==> config.mk <==
export PLATFORM = sky130hd
export DESIGN_NAME = wbx_fabric
export DESIGN_NICKNAME = d
export VERILOG_FILES = /design/src/rtl/wbx_pkg.sv /design/src/rtl/wbx_slot_decode.sv /design/src/rtl/wbx_req_fanout.sv /design/src/rtl/wbx_irq_pack.sv /design/src/rtl/wbx_rsp_mux.sv /design/src/rtl/wbx_fabric.sv
export SDC_FILE = /design/constraint.sdc
export NUM_CORES = 1
export LEC_CHECK = 0
export BUFFER_PORTS_ARGS = -buffer_cell sky130_fd_sc_hd__clkbuf_2
export CAP_MARGIN = 20
export CORE_AREA = 5 5 244 246
export DETAILED_ROUTE_END_ITERATION = 8
export DIE_AREA = 0 0 249 251
export PLACE_DENSITY = 0.3
export SYNTH_ARGS = -nofsm -noshare
export SYNTH_HDL_FRONTEND = slang
export SYNTH_SLANG_ARGS = --single-unit
==> constraint.sdc <==
create_clock -name vclk -period 4.7
set_input_delay 0.705 -clock vclk [all_inputs]
set_output_delay 0.705 -clock vclk [all_outputs]
set_load 0.1 [all_outputs]
==> src/rtl/wbx_pkg.sv <==
package wbx_pkg;
    localparam int ADDR_W  = 32;
    localparam int DATA_W  = 32;
    localparam int SEL_W   = DATA_W / 8;
    localparam int IDX_W   = 8;
    localparam int LOCAL_W = ADDR_W - IDX_W;
    localparam int IRQ_W   = 32;
endpackage

==> src/rtl/wbx_slot_decode.sv <==
module wbx_slot_decode
    import wbx_pkg::*;
#(
    parameter int SLOTS = 5
) (
    input  logic [IDX_W-1:0] idx,
    output logic [SLOTS-1:0] hit,
    output logic             mapped
);
    for (genvar g = 0; g < SLOTS; g++) begin : g_hit
        assign hit[g] = (idx == IDX_W'(g));
    end
    assign mapped = |hit;
endmodule

==> src/rtl/wbx_req_fanout.sv <==
module wbx_req_fanout
    import wbx_pkg::*;
#(
    parameter int SLOTS = 5
) (
    input  logic [SLOTS-1:0]        hit,
    input  logic                    we,
    input  logic                    cyc,
    input  logic                    stb,
    input  logic [SEL_W-1:0]        sel,
    input  logic [LOCAL_W-1:0]      adr_local,
    input  logic [DATA_W-1:0]       wdat,
    output logic [SLOTS-1:0]        slv_we,
    output logic [SLOTS-1:0]        slv_cyc,
    output logic [SLOTS-1:0]        slv_stb,
    output logic [SLOTS*SEL_W-1:0]  slv_sel,
    output logic [SLOTS*ADDR_W-1:0] slv_adr,
    output logic [SLOTS*DATA_W-1:0] slv_wdat
);
    for (genvar g = 0; g < SLOTS; g++) begin : g_slot
        assign slv_we[g]  = hit[g] & we;
        assign slv_cyc[g] = hit[g] & cyc;
        assign slv_stb[g] = hit[g] & stb;
        assign slv_sel[g*SEL_W +: SEL_W]    = hit[g] ? sel : '0;
        assign slv_adr[g*ADDR_W +: ADDR_W]  = hit[g] ? {{IDX_W{1'b0}}, adr_local} : '0;
        assign slv_wdat[g*DATA_W +: DATA_W] = hit[g] ? wdat : '0;
    end
endmodule

==> src/rtl/wbx_irq_pack.sv <==
module wbx_irq_pack
    import wbx_pkg::*;
#(
    parameter int SLOTS = 5
) (
    input  logic [SLOTS-1:0] irq,
    output logic [IRQ_W-1:0] vec
);
    assign vec = IRQ_W'(irq);
endmodule

==> src/rtl/wbx_rsp_mux.sv <==
module wbx_rsp_mux
    import wbx_pkg::*;
#(
    parameter int SLOTS = 5
) (
    input  logic [SLOTS-1:0]        hit,
    input  logic                    mapped,
    input  logic [SLOTS-1:0]        slv_ack,
    input  logic [SLOTS*DATA_W-1:0] slv_rdat,
    input  logic [IRQ_W-1:0]        irq_vec,
    output logic [DATA_W-1:0]       rdat,
    output logic                    ack
);
    logic [DATA_W-1:0] acc;

    always_comb begin
        acc = '0;
        ack = 1'b0;
        for (int i = 0; i < SLOTS; i++) begin
            if (hit[i]) begin
                acc = acc | slv_rdat[i*DATA_W +: DATA_W];
                ack = ack | slv_ack[i];
            end
        end
    end

    assign rdat = mapped ? acc : DATA_W'(irq_vec);
endmodule

==> src/rtl/wbx_fabric.sv <==
module wbx_fabric
    import wbx_pkg::*;
#(
    parameter int NUM_PERIPH = 4,
    parameter bit ROM_SLOT   = 1'b1,
    localparam int SLOTS     = NUM_PERIPH + (ROM_SLOT ? 1 : 0)
) (
    input  logic                    i_mst_we,
    input  logic                    i_mst_cyc,
    input  logic                    i_mst_stb,
    input  logic [3:0]              i_mst_sel,
    input  logic [31:0]             i_mst_adr,
    input  logic [31:0]             i_mst_wdat,
    output logic [31:0]             o_mst_rdat,
    output logic                    o_mst_ack,
    output logic [SLOTS-1:0]        o_slv_we,
    output logic [SLOTS-1:0]        o_slv_cyc,
    output logic [SLOTS-1:0]        o_slv_stb,
    output logic [SLOTS*4-1:0]      o_slv_sel,
    output logic [SLOTS*32-1:0]     o_slv_adr,
    output logic [SLOTS*32-1:0]     o_slv_wdat,
    input  logic [SLOTS-1:0]        i_slv_ack,
    input  logic [SLOTS*32-1:0]     i_slv_rdat,
    input  logic [SLOTS-1:0]        i_slv_irq
);
    logic [SLOTS-1:0] hit;
    logic             mapped;
    logic [IRQ_W-1:0] irq_vec;

    wbx_slot_decode #(.SLOTS(SLOTS)) u_dec (
        .idx    (i_mst_adr[ADDR_W-1 -: IDX_W]),
        .hit    (hit),
        .mapped (mapped)
    );

    wbx_req_fanout #(.SLOTS(SLOTS)) u_req (
        .hit       (hit),
        .we        (i_mst_we),
        .cyc       (i_mst_cyc),
        .stb       (i_mst_stb),
        .sel       (i_mst_sel),
        .adr_local (i_mst_adr[LOCAL_W-1:0]),
        .wdat      (i_mst_wdat),
        .slv_we    (o_slv_we),
        .slv_cyc   (o_slv_cyc),
        .slv_stb   (o_slv_stb),
        .slv_sel   (o_slv_sel),
        .slv_adr   (o_slv_adr),
        .slv_wdat  (o_slv_wdat)
    );

    wbx_irq_pack #(.SLOTS(SLOTS)) u_irq (
        .irq (i_slv_irq),
        .vec (irq_vec)
    );

    wbx_rsp_mux #(.SLOTS(SLOTS)) u_rsp (
        .hit      (hit),
        .mapped   (mapped),
        .slv_ack  (i_slv_ack),
        .slv_rdat (i_slv_rdat),
        .irq_vec  (irq_vec),
        .rdat     (o_mst_rdat),
        .ack      (o_mst_ack)
    );
endmodule

Word level (Yosys, flattened, before mapping)

Index checks and enable logic that the tools add are counted.

Bits of input ports: 241
Output and inout port bits: 388
Register bits after elaboration: 0
Logic and storage cells: 55

Equal/unequal tests: 4
Mux-type cells: 26
Reduce and logical (&&, ||, !) cells: 2
Bitwise operators: 23

Operators with widths:

| operator           | count |
|---|---|
| $mux 32            | 11 |
| $or 32x32->32      | 4 |
| $mux 24            | 5 |
| $mux 4             | 5 |
| $eq 8x2->1 const B | 2 |
| $and 1x1->1        | 15 |
| $eq 8x1->1 const B | 1 |
| $eq 8x3->1 const B | 1 |
| $logic_not 8->1    | 1 |
| $mux 1             | 5 |
| $reduce_or 5->1    | 1 |
| $or 1x1->1         | 4 |

Longest topological paths before layout

Depth after elaboration: 11
Mapped depth: 8
Depth with buffers taken out: 4

Cells and area by module

From an unflattened synthesis, not the netlist that was laid out.

Cell total of the unflattened synthesis: 589
Area total of the unflattened synthesis: 4102.7 um^2

By module, submodules not included:

| module          | area each (um^2) | seq. area each (um^2) | cells each | instances |
|---|---|---|---|---|
| wbx_req_fanout  | 2690.1           | 0.0                   | 386        | 1 |
| wbx_rsp_mux     | 1086.0           | 0.0                   | 158        | 1 |
| wbx_irq_pack    | 244.0            | 0.0                   | 33         | 1 |
| wbx_slot_decode | 82.6             | 0.0                   | 12         | 1 |

Worst setup path before layout

No wires, ideal clock.

Path kind: input port to output port
Start: input i_mst_adr[27]
End: output o_mst_rdat[3]
Slack: 1.191 ns
Arrival time: 2.804 ns
Cell stages on the path: 7
Path through: or4_4 -> buf_6 -> or3_1 -> buf_6 -> buf_12 -> o2bb2ai_2 -> a221o_1

Word-level cells in the longest chain between the ends: 11
Elaborated cells between the ends (all ways): 16
Those cells by class: eq/ne (4); mux (6); bitwise (4); reduce/logical (2)

RTL lines:

| what            | line                  | source |
|---|---|---|
| start, declared | wbx_fabric.sv:12      | `input logic [31:0] i_mst_adr,` |
| $logic_not 8->1 | wbx_slot_decode.sv:11 | `assign hit[g] = (idx == IDX_W'(g));` |
| $mux 32         | wbx_rsp_mux.sv:20     | `if (hit[i]) begin` |
| $or 32x32->32   | wbx_rsp_mux.sv:21     | `acc = acc \| slv_rdat[i*DATA_W +: DATA_W];` |
| $mux 32         | wbx_rsp_mux.sv:20     |  |
| $or 32x32->32   | wbx_rsp_mux.sv:21     |  |
| $mux 32         | wbx_rsp_mux.sv:20     |  |
| $or 32x32->32   | wbx_rsp_mux.sv:21     |  |
| $mux 32         | wbx_rsp_mux.sv:20     |  |
| $or 32x32->32   | wbx_rsp_mux.sv:21     |  |
| $mux 32         | wbx_rsp_mux.sv:20     |  |
| $mux 32 (*)     | wbx_rsp_mux.sv:27     | `assign rdat = mapped ? acc : DATA_W'(irq_vec);` |
| end, declared   | wbx_fabric.sv:14      | `output logic [31:0] o_mst_rdat,` |

Every way passes the cells marked *; elsewhere a longest branch is shown, timed or not.

Worst setup path in the final report

Start: input i_mst_adr[27]
End: output o_mst_rdat[21]

The elaborated chain is that of the path after synthesis.

==> results.cfg <==
[run_status]
status = finished clean

[setup_path]
startpoint_type = input pin
biggest_fanout_along_the_worst_timing_path = 32
worst-endpoint-arrival_ps = 3150
endpoint_kind_of_the_worst_setup_timing_path = output port
timing_worst_setup_path_type = in -> out
required_ps = 3990

[cells_and_area]
mostFrequentLayoutCell = sky130_fd_sc_hd__clkbuf_2
fillers = 6396
fin_cells = 1890
clk_buf_instances = 0
seq_cells = 0
layout-drive-gt1-share_pct = 58.7
mostFrequentLayoutCells = sky130_fd_sc_hd__clkbuf_2 (370), sky130_fd_sc_hd__and2_1 (253), sky130_fd_sc_hd__buf_12 (178), sky130_fd_sc_hd__and3_1 (63), sky130_fd_sc_hd__buf_4 (55)
syn2layout_area_growth_pct = 157
design.final.nets = 1367
seq_area_sq_um = 0

[sta]
worstMarginPinSlew_ps = 1050
fmax_ghz = 0.260
period_share_pct = 81.9
report.final.hold_viol_count = 0
fin_crit_ps = 3850
hold_ws_ps = 1840
maxSlewHeadroom_pct = 30.0
maxSlewViolCount = 0
finalSetupTns_ps = 0
finalSetupViolCount = 0
rsz0062_at_grt = false

[detailed_routing]
wire_per_inst_um = 17.1
drcViolationCount = 0
vias = 6210
detail_route.first_pass.iterations = 4
viasPerCell = 3.29
routed_wl_mm = 32.3
ant_nets = 0
drtIter0Drc = 211

[die]
dieHeight_um = 251
initial_core_util_pct = 7.02
fp.dieArea_sq_mm = 0.0625
core_area_sq_mm = 0.0571
chipWidth_um = 249
row_count = 88
io_pins = 629

[global_route]
largest_net_degree_at_the_start_of_global_routing = 70
first_global_vias = 6544
globalRouteOverflowTotal = 0
grt_pass1_wl_mm = 45.6
groute.usage.overall_pct = 9.36
antenna_found_initial = 3

[clock_network]
setup_repair_bufs_after_cts = 0
ctsResizeCount = 0
cts-hold-fix-buffers = 0

[synthesis]
synthesis.instances = 585
synth.yosys.seq_area_share_pct = 0
synth.area.top_cells = sky130_fd_sc_hd__and2_1 (39%), sky130_fd_sc_hd__and3_1 (10%), sky130_fd_sc_hd__a221o_1 (8.2%)
yosys.cell_types.count = 29
yosys_warnings = 0
syn_area_per_cell_sq_um = 6.85
netlist.top_cell.by_area = sky130_fd_sc_hd__and2_1
post_syn_area_sq_mm = 0.00401
synth_largest_type_area_fraction_pct = 39.5

[placement]
dp_hpwl_mm = 27.5
portBuffers = 589
global_placer_s_final_weighted_congestion = 0.800
numPlacedInstances = 1889

[job]
drv.max_cap_violation_count = 0

[min_path]
hold_crit_path_type = in -> out
## cells by family (layout without fill, tap and decap cells)
kind of cell	after synthesis	after routing	share of synthesized area, %
other	1	41	0.0935
AOI/OAI and AO/OA	72	72	16.8
muxes	33	33	8.43
buffers and inverters	103	603	16.3
and+or+nand+nor	376	376	58.4
## synth_stat cells
master	count
sky130_fd_sc_hd__nor4_4	1
sky130_fd_sc_hd__o2bb2ai_2	2
sky130_fd_sc_hd__or3_1	1
sky130_fd_sc_hd__clkbuf_2	1
sky130_fd_sc_hd__o21ai_0	1
sky130_fd_sc_hd__o2bb2ai_1	3
sky130_fd_sc_hd__a22o_1	1
sky130_fd_sc_hd__and2_1	253
sky130_fd_sc_hd__buf_12	1
sky130_fd_sc_hd__and3_1	64
sky130_fd_sc_hd__a2bb2oi_1	6
sky130_fd_sc_hd__or2_2	20
sky130_fd_sc_hd__mux2i_1	27
sky130_fd_sc_hd__nand2b_1	1
sky130_fd_sc_hd__buf_6	9
sky130_fd_sc_hd__nand2_1	21
sky130_fd_sc_hd__a221o_1	33
sky130_fd_sc_hd__mux2_2	6
sky130_fd_sc_hd__nor2_1	10
sky130_fd_sc_hd__clkbuf_1	34
sky130_fd_sc_hd__buf_2	14
sky130_fd_sc_hd__nor4b_4	2
sky130_fd_sc_hd__conb_1	1
sky130_fd_sc_hd__nor3_4	1
sky130_fd_sc_hd__a21oi_2	20
sky130_fd_sc_hd__nor2b_1	1
sky130_fd_sc_hd__or4_4	1
sky130_fd_sc_hd__buf_4	44
sky130_fd_sc_hd__a22oi_1	6
## through the flow
| stage | cell area [sq um] | setup slack (ps) | util [%] |
|---|---|---|---|
| 5_1_grt | 10300 | 794 | 18.0 |
| 3_3_place_gp | 10300 | 857 | 18.0 |
| 6_report | 10300 | 850 | 18.0 |
| 2_1_floorplan | 4160 | 1190 | - |
| 3_5_place_dp | 10300 | 852 | 18.0 |
| 4_1_cts | 10300 | 851 | 18.0 |
## critical path, stage by stage
cell and delay, ps:
sky130_fd_sc_hd__clkbuf_2 80, sky130_fd_sc_hd__or4_4 630, sky130_fd_sc_hd__or3_2 890, sky130_fd_sc_hd__nor2_1 410
sky130_fd_sc_hd__a221o_1 210, sky130_fd_sc_hd__buf_12 180
## worst paths after layout
check	slack [ps]	cells after the start	to	start
setup / recovery	850	6	o_mst_rdat[21]	i_mst_adr[27]
hold / removal	1840	3	o_slv_wdat[79]	i_mst_wdat[15]
## per-layer routing
| metal | vias to the layer above | wire, um | GRT usage [%] |
|---|---|---|---|
| met3 | 26 | 2500 | 2.26 |
| met2 | 385 | 16300 | 17.4 |
| met4 | 4 | 657 | 1.59 |
| li1 | 2968 | - | - |
| met5 | - | 27 | 0 |
| met1 | 2827 | 12800 | 11.1 |
## final cells by class
| cell class | count | area [sq um] | share of cell area (%) |
|---|---|---|---|
| Timing Repair Buffer | 603 | 5830 | 56.6 |
| Antenna cell | 1 | 2.50 | 0.0243 |
| Tap cell | 765 | 957 | 9.29 |
| Multi-Input combinational cell | 521 | 3520 | 34.1 |
